<file path="config.mk">
export PLATFORM = sky130hd
export DESIGN_NAME = adc_capture_ctrl
export DESIGN_NICKNAME = d
export VERILOG_FILES = /design/src/rtl/adc_cap_pkg.sv /design/src/rtl/adc_cap_tick.sv /design/src/rtl/adc_cap_hold.sv /design/src/rtl/adc_cap_fmt.sv /design/src/rtl/adc_cap_seq.sv /design/src/rtl/adc_capture_ctrl.sv
export SDC_FILE = /design/constraint.sdc
export NUM_CORES = 1
export LEC_CHECK = 0
export ABC_AREA = 1
export BUFFER_PORTS_ARGS = -buffer_cell sky130_fd_sc_hd__buf_2
export CAP_MARGIN = 0
export CORE_UTILIZATION = 58
export CTS_CLUSTER_DIAMETER = 80
export CTS_CLUSTER_SIZE = 10
export DETAILED_ROUTE_END_ITERATION = 16
export GPL_TIMING_DRIVEN = 1
export PLACE_DENSITY = 0.81
export SKIP_CTS_REPAIR_TIMING = 1
export SLEW_MARGIN = 15
export SYNTH_ARGS = -nofsm -noshare
export SYNTH_HDL_FRONTEND = slang
export SYNTH_HIERARCHICAL = 1
export SYNTH_SLANG_ARGS = --single-unit
</file>
<file path="constraint.sdc">
create_clock -name clk -period 2.08 [get_ports clk]
set_input_delay 0.312 -clock clk [delete_from_list [all_inputs] [get_ports clk]]
set_output_delay 0.312 -clock clk [all_outputs]
set_load 0.03 [all_outputs]
</file>
<file path="src/rtl/adc_cap_pkg.sv">
// Shared types for the parallel ADC capture sequencer.
package adc_cap_pkg;
    // Handshake style; the unused code 3 behaves as MODE_LATCH.
    typedef enum logic [1:0] {
        MODE_LATCH = 2'd0,
        MODE_SEPRD = 2'd1,
        MODE_TIED  = 2'd2
    } cap_mode_e;

    typedef enum logic [2:0] {
        ST_IDLE,
        ST_SLEEP,
        ST_START,
        ST_WAIT,
        ST_READ
    } seq_state_e;
endpackage

</file>
<file path="src/rtl/adc_cap_tick.sv">
// Periodic trigger generator.
// Emits a one-cycle tick every div_i+1 cycles while en_i is high.
// Assumes div_i is held stable while enabled; clearing en_i restarts the period.
module adc_cap_tick #(
    parameter int CNT_W = 16
) (
    input  logic             clk,
    input  logic             rst_n,
    input  logic             en_i,
    input  logic [CNT_W-1:0] div_i,
    output logic             tick_o
);
    logic [CNT_W-1:0] cnt_q;

    // Count cycles and fire the tick on the terminal count.
    always_ff @(posedge clk) begin
        if (!rst_n || !en_i) begin
            cnt_q  <= '0;
            tick_o <= 1'b0;
        end else if (cnt_q == div_i) begin
            cnt_q  <= '0;
            tick_o <= 1'b1;
        end else begin
            cnt_q  <= cnt_q + 1'b1;
            tick_o <= 1'b0;
        end
    end

    AST_TICK_SINGLE: assert property (@(posedge clk) disable iff (!rst_n)
        (tick_o && div_i != '0 && en_i) |=> !tick_o);
endmodule

</file>
<file path="src/rtl/adc_cap_hold.sv">
// Hold-off timer: after a load pulse, active_o stays high for LEN cycles.
// Used for the wake-up delay and for the acquisition interval.
// Assumes LEN >= 1.
module adc_cap_hold #(
    parameter int LEN = 16
) (
    input  logic clk,
    input  logic rst_n,
    input  logic load_i,
    output logic active_o
);
    localparam int W = $clog2(LEN + 1);

    logic [W-1:0] cnt_q;

    // Reload on request, otherwise count down to zero and stop.
    always_ff @(posedge clk) begin
        if (!rst_n)
            cnt_q <= '0;
        else if (load_i)
            cnt_q <= W'(LEN);
        else if (cnt_q != '0)
            cnt_q <= cnt_q - 1'b1;
    end

    assign active_o = (cnt_q != '0);

    AST_HOLD_LOADS: assert property (@(posedge clk) disable iff (!rst_n)
        load_i |=> active_o);
endmodule

</file>
<file path="src/rtl/adc_cap_fmt.sv">
// Result formatter: widens the captured word to OUT_W bits, either as
// two's complement (sign extension) or unsigned (zero extension), and
// registers it with a one-cycle valid. Assumes OUT_W >= DATA_W.
module adc_cap_fmt #(
    parameter int DATA_W = 12,
    parameter int OUT_W  = 16
) (
    input  logic              clk,
    input  logic              rst_n,
    input  logic              stb_i,
    input  logic [DATA_W-1:0] word_i,
    input  logic              signed_i,
    output logic              valid_o,
    output logic [OUT_W-1:0]  data_o
);
    localparam int EXT_W = OUT_W - DATA_W;

    logic [OUT_W-1:0] wide;

    generate
        if (EXT_W > 0) begin : g_ext
            // Choose the fill bits from the sign flag.
            always_comb begin
                wide = {{EXT_W{signed_i & word_i[DATA_W-1]}}, word_i};
            end
        end else begin : g_same
            always_comb begin
                wide = word_i;
            end
        end
    endgenerate

    // Register the widened word and the valid pulse.
    always_ff @(posedge clk) begin
        if (!rst_n) begin
            valid_o <= 1'b0;
            data_o  <= '0;
        end else begin
            valid_o <= stb_i;
            if (stb_i)
                data_o <= wide;
        end
    end

    AST_VALID_PULSE: assert property (@(posedge clk) disable iff (!rst_n)
        valid_o |=> !valid_o);
endmodule

</file>
<file path="src/rtl/adc_cap_seq.sv">
// Handshake sequencer for the converter.
// Issues the start strobe, tracks busy, collects the result in the chosen
// handshake style, manages power-down, and flags overruns and timeouts.
// Assumes busy_n_i and data_i are already synchronous to clk, and that
// ACCESS_WAIT <= START_LOW and ACCESS_WAIT <= READ_LOW, all >= 1.
module adc_cap_seq
    import adc_cap_pkg::*;
#(
    parameter int DATA_W      = 12,
    parameter int CNT_W       = 16,
    parameter int START_LOW   = 4,
    parameter int READ_LOW    = 4,
    parameter int ACCESS_WAIT = 3,
    parameter int TIMEOUT_CYC = 400
) (
    input  logic              clk,
    input  logic              rst_n,
    input  logic [1:0]        mode_i,
    input  logic              trig_i,
    input  logic              sleep_req_i,
    input  logic              busy_n_i,
    input  logic [DATA_W-1:0] data_i,
    input  logic              wake_busy_i,
    input  logic              acq_busy_i,
    output logic              start_n_o,
    output logic              rd_n_o,
    output logic              shdn_n_o,
    output cap_mode_e         mode_o,
    output logic              cap_stb_o,
    output logic [DATA_W-1:0] cap_word_o,
    output logic              overrun_o,
    output logic              timeout_o,
    output logic              wake_load_o,
    output logic              acq_load_o
);
    localparam logic [CNT_W-1:0] START_LAST = CNT_W'(START_LOW - 1);
    localparam logic [CNT_W-1:0] READ_LAST  = CNT_W'(READ_LOW - 1);
    localparam logic [CNT_W-1:0] ACC_LAST   = CNT_W'(ACCESS_WAIT - 1);
    localparam logic [CNT_W-1:0] TO_LAST    = CNT_W'(TIMEOUT_CYC - 1);

    seq_state_e       state_q;
    cap_mode_e        mode_q;
    cap_mode_e        mode_in;
    logic [CNT_W-1:0] cnt_q;
    logic             busy_q;
    logic             pending_q;
    logic             have_prev_q;
    logic             busy_rise;
    logic             can_start;

    // Decode the requested style and the start-permission conditions.
    always_comb begin
        mode_in   = cap_mode_e'(mode_i);
        busy_rise = busy_n_i && !busy_q;
        can_start = !wake_busy_i && !acq_busy_i && busy_n_i;
    end

    assign wake_load_o = (state_q == ST_SLEEP) && !sleep_req_i;
    assign acq_load_o  = (state_q == ST_WAIT) && busy_rise;
    assign mode_o      = mode_q;

    // Main handshake state machine.
    always_ff @(posedge clk) begin
        if (!rst_n) begin
            state_q     <= ST_IDLE;
            mode_q      <= MODE_LATCH;
            cnt_q       <= '0;
            busy_q      <= 1'b1;
            pending_q   <= 1'b0;
            have_prev_q <= 1'b0;
            start_n_o   <= 1'b1;
            rd_n_o      <= 1'b1;
            shdn_n_o    <= 1'b1;
            cap_stb_o   <= 1'b0;
            cap_word_o  <= '0;
            overrun_o   <= 1'b0;
            timeout_o   <= 1'b0;
        end else begin
            busy_q    <= busy_n_i;
            cap_stb_o <= 1'b0;
            overrun_o <= 1'b0;
            timeout_o <= 1'b0;
            case (state_q)
                ST_IDLE: begin
                    mode_q <= mode_in;
                    if (sleep_req_i && !pending_q && !trig_i) begin
                        state_q  <= ST_SLEEP;
                        shdn_n_o <= 1'b0;
                    end else if ((pending_q || trig_i) && can_start) begin
                        state_q   <= ST_START;
                        start_n_o <= 1'b0;
                        cnt_q     <= '0;
                        pending_q <= 1'b0;
                        overrun_o <= pending_q && trig_i;
                        if (mode_in == MODE_TIED)
                            rd_n_o <= 1'b0;
                    end else if (trig_i) begin
                        if (pending_q)
                            overrun_o <= 1'b1;
                        else
                            pending_q <= 1'b1;
                    end
                end
                ST_SLEEP: begin
                    if (!sleep_req_i) begin
                        state_q     <= ST_IDLE;
                        shdn_n_o    <= 1'b1;
                        have_prev_q <= 1'b0;
                    end
                end
                ST_START: begin
                    cnt_q <= cnt_q + 1'b1;
                    if (trig_i)
                        overrun_o <= 1'b1;
                    if (mode_q == MODE_TIED && cnt_q == ACC_LAST && have_prev_q) begin
                        cap_stb_o  <= 1'b1;
                        cap_word_o <= data_i;
                    end
                    if (cnt_q == START_LAST) begin
                        start_n_o <= 1'b1;
                        rd_n_o    <= 1'b1;
                        cnt_q     <= '0;
                        state_q   <= ST_WAIT;
                    end
                end
                ST_WAIT: begin
                    cnt_q <= cnt_q + 1'b1;
                    if (trig_i)
                        overrun_o <= 1'b1;
                    if (busy_rise) begin
                        have_prev_q <= 1'b1;
                        cnt_q       <= '0;
                        if (mode_q == MODE_SEPRD) begin
                            rd_n_o  <= 1'b0;
                            state_q <= ST_READ;
                        end else begin
                            state_q <= ST_IDLE;
                            if (mode_q != MODE_TIED) begin
                                cap_stb_o  <= 1'b1;
                                cap_word_o <= data_i;
                            end
                        end
                    end else if (cnt_q == TO_LAST) begin
                        timeout_o <= 1'b1;
                        state_q   <= ST_IDLE;
                    end
                end
                ST_READ: begin
                    cnt_q <= cnt_q + 1'b1;
                    if (trig_i)
                        overrun_o <= 1'b1;
                    if (cnt_q == ACC_LAST) begin
                        cap_stb_o  <= 1'b1;
                        cap_word_o <= data_i;
                    end
                    if (cnt_q == READ_LAST) begin
                        rd_n_o  <= 1'b1;
                        state_q <= ST_IDLE;
                    end
                end
                default: state_q <= ST_IDLE;
            endcase
        end
    end

    AST_START_WHEN_READY: assert property (@(posedge clk) disable iff (!rst_n)
        $fell(start_n_o) |-> $past(busy_n_i));
    AST_START_NO_MIDCONV: assert property (@(posedge clk) disable iff (!rst_n)
        (!busy_n_i && start_n_o) |=> start_n_o);
    AST_READ_AFTER_BUSY: assert property (@(posedge clk) disable iff (!rst_n)
        ($fell(rd_n_o) && mode_q == MODE_SEPRD) |-> $past(busy_n_i));
    AST_OVERRUN_CAUSE: assert property (@(posedge clk) disable iff (!rst_n)
        overrun_o |-> $past(trig_i));
    AST_TIMEOUT_IDLE: assert property (@(posedge clk) disable iff (!rst_n)
        timeout_o |-> (state_q == ST_IDLE && start_n_o && !cap_stb_o));
endmodule

</file>
<file path="src/rtl/adc_capture_ctrl.sv">
// Top of the parallel ADC capture sequencer.
// Combines the trigger sources, the wake-up and acquisition hold-off timers,
// the handshake sequencer and the result formatter, and derives chip select
// and read from the sequencer state and the handshake style.
// Assumes START_LOW cycles of clk fit inside the converter's early window.
module adc_capture_ctrl
    import adc_cap_pkg::*;
#(
    parameter int DATA_W      = 12,
    parameter int OUT_W       = 16,
    parameter int CNT_W       = 16,
    parameter int START_LOW   = 4,
    parameter int READ_LOW    = 4,
    parameter int ACCESS_WAIT = 3,
    parameter int WAKE_CYC    = 35,
    parameter int ACQ_CYC     = 16,
    parameter int TIMEOUT_CYC = 400
) (
    input  logic              clk,
    input  logic              rst_n,
    input  logic [1:0]        mode_sel,
    input  logic              fmt_signed,
    input  logic              req_i,
    input  logic              rate_en,
    input  logic [CNT_W-1:0]  rate_div,
    input  logic              sleep_req,
    input  logic              busy_n_i,
    input  logic [DATA_W-1:0] adc_data_i,
    output logic              cs_n_o,
    output logic              rd_n_o,
    output logic              conv_n_o,
    output logic              shdn_n_o,
    output logic              smp_valid_o,
    output logic [OUT_W-1:0]  smp_data_o,
    output logic              overrun_o,
    output logic              timeout_o
);
    logic              tick;
    logic              trig;
    logic              wake_active;
    logic              acq_active;
    logic              wake_load;
    logic              acq_load;
    logic              rd_pulse_n;
    cap_mode_e         mode_q;
    logic              cap_stb;
    logic [DATA_W-1:0] cap_word;

    adc_cap_tick #(.CNT_W(CNT_W)) u_tick (
        .clk(clk), .rst_n(rst_n), .en_i(rate_en), .div_i(rate_div), .tick_o(tick)
    );

    adc_cap_hold #(.LEN(WAKE_CYC)) u_wake (
        .clk(clk), .rst_n(rst_n), .load_i(wake_load), .active_o(wake_active)
    );

    adc_cap_hold #(.LEN(ACQ_CYC)) u_acq (
        .clk(clk), .rst_n(rst_n), .load_i(acq_load), .active_o(acq_active)
    );

    // Merge the explicit request with the periodic tick.
    assign trig = req_i | tick;

    adc_cap_seq #(
        .DATA_W(DATA_W), .CNT_W(CNT_W), .START_LOW(START_LOW),
        .READ_LOW(READ_LOW), .ACCESS_WAIT(ACCESS_WAIT), .TIMEOUT_CYC(TIMEOUT_CYC)
    ) u_seq (
        .clk(clk), .rst_n(rst_n), .mode_i(mode_sel), .trig_i(trig),
        .sleep_req_i(sleep_req), .busy_n_i(busy_n_i), .data_i(adc_data_i),
        .wake_busy_i(wake_active), .acq_busy_i(acq_active),
        .start_n_o(conv_n_o), .rd_n_o(rd_pulse_n), .shdn_n_o(shdn_n_o),
        .mode_o(mode_q), .cap_stb_o(cap_stb), .cap_word_o(cap_word),
        .overrun_o(overrun_o), .timeout_o(timeout_o),
        .wake_load_o(wake_load), .acq_load_o(acq_load)
    );

    // Chip select follows power state; read is strobed or held low by style.
    always_comb begin
        cs_n_o = !shdn_n_o;
        if (!shdn_n_o)
            rd_n_o = 1'b1;
        else if (mode_q == MODE_SEPRD || mode_q == MODE_TIED)
            rd_n_o = rd_pulse_n;
        else
            rd_n_o = 1'b0;
    end

    adc_cap_fmt #(.DATA_W(DATA_W), .OUT_W(OUT_W)) u_fmt (
        .clk(clk), .rst_n(rst_n), .stb_i(cap_stb), .word_i(cap_word),
        .signed_i(fmt_signed), .valid_o(smp_valid_o), .data_o(smp_data_o)
    );

    AST_ASLEEP_NO_START: assert property (@(posedge clk) disable iff (!rst_n)
        !shdn_n_o |-> conv_n_o);
    AST_WAKE_NO_START: assert property (@(posedge clk) disable iff (!rst_n)
        wake_active |-> conv_n_o);
    AST_ACQ_NO_START: assert property (@(posedge clk) disable iff (!rst_n)
        $fell(conv_n_o) |-> !$past(acq_active));
    AST_TIED_READ: assert property (@(posedge clk) disable iff (!rst_n)
        (mode_q == MODE_TIED && shdn_n_o) |-> (rd_n_o == conv_n_o));
endmodule

</file>
* Yosys cells after proc, flatten, opt, wreduce, memory -nomap -nowiden *
Index checks and enable logic that the tools add are counted.

word-level totals
  register bits = 84
  output and inout port bits = 23
  word-level logic and storage cells = 165

operators by class
  add/subtract/negate cells = 4
  eq/ne operators = 28
  multiplexer cells = 58
  bitwise operators = 5
  reduce and logical (&&, ||, !) cells = 49

operators by type and width
  operator               count
  $mux 16                4
  $pmux 16 s4            1
  $mux 12                5
  $pmux 12 s3            1
  $add 16x1->16 const B  2
  $eq 16x2->1 const B    2
  $mux 1                 28
  $mux 3                 8
  $ne 2x1->1 const B     9
  $eq 16x16->1           1
  $eq 16x9->1 const B    1
  $pmux 3 s5             1
  $mux 6                 2
  $ne 2x2->1 const B     6
  $reduce_and 3->1       4
  $reduce_bool 2->1      6
  $logic_and 1x1->1      11
  $mux 5                 2
  $logic_not 1->1        9
  $pmux 1 s2             4
  $reduce_or 2->1        4
  $reduce_and 7->1       1
  $eq 3x2->1 const B     2
  $pmux 1 s3             2
  21 further kinds       28

* Longest topological paths before layout *
  word-level depth = 8
  mapped depth = 12
  mapped depth without buffers = 12

* Modules after synthesis *
Netlist, hierarchy kept.

modules (own cells, without submodules)
  module                  times used  cells an instance  area each (µm²)  seq. area each (µm²)
  adc_cap_seq             1           368                2339.7           840.8
  adc_cap_tick            1           181                1068.5           340.3
  adc_cap_fmt             1           63                 548.0            280.3
  adc_cap_hold at u_wake  1           47                 350.3            120.1
  adc_cap_hold at u_acq   1           34                 247.7            100.1
  adc_capture_ctrl        1           8                  33.8             0.0

* Worst setup path before layout *
No wires, ideal clock.

  path kind = reg2reg
  start point = register u_acq.cnt_q[0]
  end point = register u_seq.cnt_q[7]
  setup time = 0.123 ns
  data arrival time = 1.537 ns
  required time = 1.957 ns
  slack = 0.420 ns
  stages on the path, launching flop included = 11
  path buffers = 1
  clock period less this slack = 1.660 ns
  cells stage by stage = dfxtp_1 > inv_1 > ha_1 > nand3_2 > nor2_1 > nand3_1 > nand2_2 > nand2_4 > buf_4 > nor3_1 > nor3_2

on the way
  longest elaborated chain between the ends = 7

RTL lines
  element                            line                    source
  start: declaration                 adc_cap_hold.sv:14      logic [W-1:0] cnt_q;
  start signal: assignment           adc_cap_hold.sv:21      cnt_q <= W'(LEN);
  start signal: assignment           adc_cap_hold.sv:23      cnt_q <= cnt_q - 1'b1;
  $reduce_bool 5->1                  adc_cap_hold.sv:26      assign active_o = (cnt_q != '0);
  net acq_active                     adc_capture_ctrl.sv:41  logic acq_active;
  $logic_not 1->1                    adc_cap_seq.sv:55       can_start = !wake_busy_i && !acq_busy_i && busy_n_i;
  $logic_and 1x1->1 (2 in a row)     adc_cap_seq.sv:55
  $logic_and 1x1->1                  adc_cap_seq.sv:89       end else if ((pending_q || trig_i) && can_start) begin
  $ne 2x1->1 (no source line)        n/a
  $reduce_and 3->1 (no source line)  n/a
  end signal: assignment             adc_cap_seq.sv:112      cnt_q <= cnt_q + 1'b1;
  end signal: assignment             adc_cap_seq.sv:127      cnt_q <= cnt_q + 1'b1;
  end signal: assignment             adc_cap_seq.sv:149      cnt_q <= cnt_q + 1'b1;
  end: declaration                   adc_cap_seq.sv:44       logic [CNT_W-1:0] cnt_q;

The timed path passes the listed nets, and every way through them passes these cells.
A chain may end at the register's enable or synchronous reset.

* Final worst setup path *
  start point = register u_acq.cnt_q[0]
  end point = register u_seq.cnt_q[6]

The elaborated chain is that of the path after synthesis.

==> metrics.csv <==
metric,value,unit
Placed Cells,850,
r2r setup slk,0.17,ns
Post-synth EDFFs,0,
Overall Global Routing Usage,0.258,
max frequency,0.523,GHz
final cycle utilization of the critical path,0.919,
total die area,8270,um^2
Synth Cell Area,4590,um^2
total core area,7690,um^2
hold depth,2,
"non-filler cells, final",866,
CTS Sinks,84,
first-pass GRT wire length,17400,um
ANT cells,0,
IO Pins,60,
crit end category,flip-flop,
Cell variety after synth,36,
end of the worst register-to-register path,u_seq/cnt_q[6],
Hold EP,u_seq/busy_q,
Final Power,5.69,mW
Area Growth Syn to Fin,12.5,%
CTS root buffer,clkbuf_8,
layout cells sized above 1,0.165,
"Async S/R FF share, synth",0,
fin util,0.672,
drt wl/cell,11.4,um
Most used DFF post-synth,dfxtp_1,
Mean Syn Cell Area,6.55,um^2
Synth area leaders,"dfxtp_1 (37%), nand2_1 (14%), nor2_1 (10%)",
Synth Net Count,746,
Starting Density,0.597,
row count,32,
"antenna viol nets, final",0,
type of origin of the critical path,flip-flop,
Synth top cells by count,"nand2_1 (174), nor2_1 (122), inv_1 (107)",
reg2reg start,u_acq/cnt_q[0],
vias in the first global route,4118,
Clock Pin Slew Worst Setup and Hold Paths,0.09,ns
clock skew,0.00977,ns
Routed WL,9860,um
pin count of the biggest net entering global routing,44,
required time worst endpoint,2.35,ns
detailed placer's ending HPWL,7220,um
Final setup viols,0,
die width,90.9,um
Max-Slew Margin vs Limit,0.664,
first drt pass iteration count,4,
initial DRC count,186,
Critical Path AT,2.18,ns
status,"finished, final reports clean",
CTS Buffer Depth,2,
worst-margin pin slew,0.503,ns
VDD IR max,0.582,mV
Power Density,1100,nW/um^2
vias per std cell,5.02,
number of cells produced by synthesis,701,
Tmin final,1.91,ns
Hold Path Origin,busy_n_i,
Setup TNS Final,0,ns
Pins Over Slew Limit,0,
leakage power total,2.52,nW
Hold WC Path Type,primary input to flip-flop,
I/O Buffers,59,
Final Hold Fails,0,
Synth area leader,dfxtp_1,
"Seq/Total Area, Yosys",0.367,
nets,804,
initial antenna violation count,0,
H-tree levels,3,
vias,4351,
worst-path fanout max,16,
drt drc,0,
Die Ht,90.9,um
max cap viols,0,
critical path type,flip-flop to flip-flop,
share of the synthesized area in the top cell type,0.367,
Synth Warn #,6,
Num CTS Buffers,9,
RD Place Congestion,0.854,
CTS tree,built,
gr ovfl total,0,
"FF+latch count, synth",84,
Worst-Skew Late Latency,0.37,ns
r2r worst-path depth,11,
most frequent cell after synthesis,nand2_1,
final-layout fill cell count,706,
## layer usage
| layer | share of wire | track usage | wire [um] | up-vias |
|---|---|---|---|---|
| met5 | 0 | 0 | 0 | - |
| met4 | 0.025 | 0.126 | 248 | 0 |
| met3 | 0.037 | 0.0519 | 368 | 25 |
| met2 | 0.47 | 0.438 | 4590 | 93 |
| met1 | 0.47 | 0.311 | 4660 | 1948 |
| li1 | - | - | - | 2285 |
## cells in the final DEF, fill, tap and decap left out, types with 12 or more instances in the layout
cell | synthesis | routed
nand2_1 | 174 | 174
nand3_1 | 45 | 45
nor2_1 | 122 | 120
dfxtp_1 | 84 | 84
o21ai_0 | 21 | 21
buf_2 | 3 | 59
inv_1 | 107 | 107
nand4_1 | 14 | 14
a21oi_1 | 26 | 26
nor2_2 | 13 | 15
xor2_1 | 12 | 12
## power by group
group / leakage [nW] / switching, mW / internal (mW)
Clock: 0.101 / 0.641 / 0.571
Combinational: 1.73 / 1.53 / 0.808
Sequential: 0.683 / 0.248 / 1.88
Total: 2.52 / 2.42 / 3.26
## registers in the layout, summed over array words and instances (netlist names)
name,cells
u_seq/busy_q,1
u_wake/cnt_q,6
u_seq/cap_stb_o,1
u_seq/overrun_o,1
u_tick/tick_o,1
u_fmt/valid_o,1
u_tick/cnt_q,16
u_seq/rd_n_o,1
u_seq/pending_q,1
u_seq/cap_word_o,12
u_seq/timeout_o,1
u_seq/cnt_q,16
u_seq/shdn_n_o,1
u_seq/mode_o,2
u_seq/start_n_o,1
u_seq/state_q,3
u_acq/cnt_q,5
u_seq/have_prev_q,1
u_fmt/data_o,13
## worst max path at each step
stage,from,end,slack [ns],depth (start not counted)
floorplan,u_acq/cnt_q[0],u_seq/cnt_q[7],0.42,10
global placement,u_acq/cnt_q[0],u_seq/cnt_q[15],0.18,11
detailed placement,u_wake/cnt_q[0],u_seq/cnt_q[15],0.08,11
CTS,u_wake/cnt_q[0],u_seq/cnt_q[15],0.07,11
global route,u_acq/cnt_q[0],u_seq/cnt_q[2],-0.007,11
finish,u_acq/cnt_q[0],u_seq/cnt_q[6],0.17,11
## cells by family (layout without fill, tap and decap cells)
family	count (synthesis)	in the layout	synth area share
and+or+nand+nor	407	407	0.396
DFF	84	84	0.367
buffers and inverters	130	193	0.119
xor gates and xnor gates	15	15	0.0286
adders and majority gates	8	8	0.0218
AOI/OAI and AO/OA	57	57	0.0682
## final cells by class
cell class                 count  area (um^2)  area share
multi-input combinational    487         2390       0.464
sequential                    84         1680       0.326
inverter                     114          430      0.0834
timing repair buffer          63          325      0.0630
tap                          102          128      0.0247
clock buffer                   9          124      0.0240
clock inverter                 7         81.3      0.0157
## metrics by stage
stage	worst slack (ns)	hold WS (ns)	cell area (um^2)
floorplan	0.420	0.410	4590
global placement	0.182	0.455	4920
detailed placement	0.0795	0.470	4920
CTS	0.0668	0.185	5130
global route	-0.00705	0.194	5160
finish	0.168	0.194	5160
## critical path, stage by stage, from the launching register on
cell and delay, ns:
dfxtp_1 0.33, inv_1 0.12, ha_2 0.25, nand3_2 0.13, nor2_2 0.16, nand3_1 0.10, nand2_2 0.16, nand2_8 0.13
inv_4 0.12, nand3_2 0.12, nand2_4 0.14, nor2_1 0.06
Note: power is estimated with default switching activity, not from simulation.
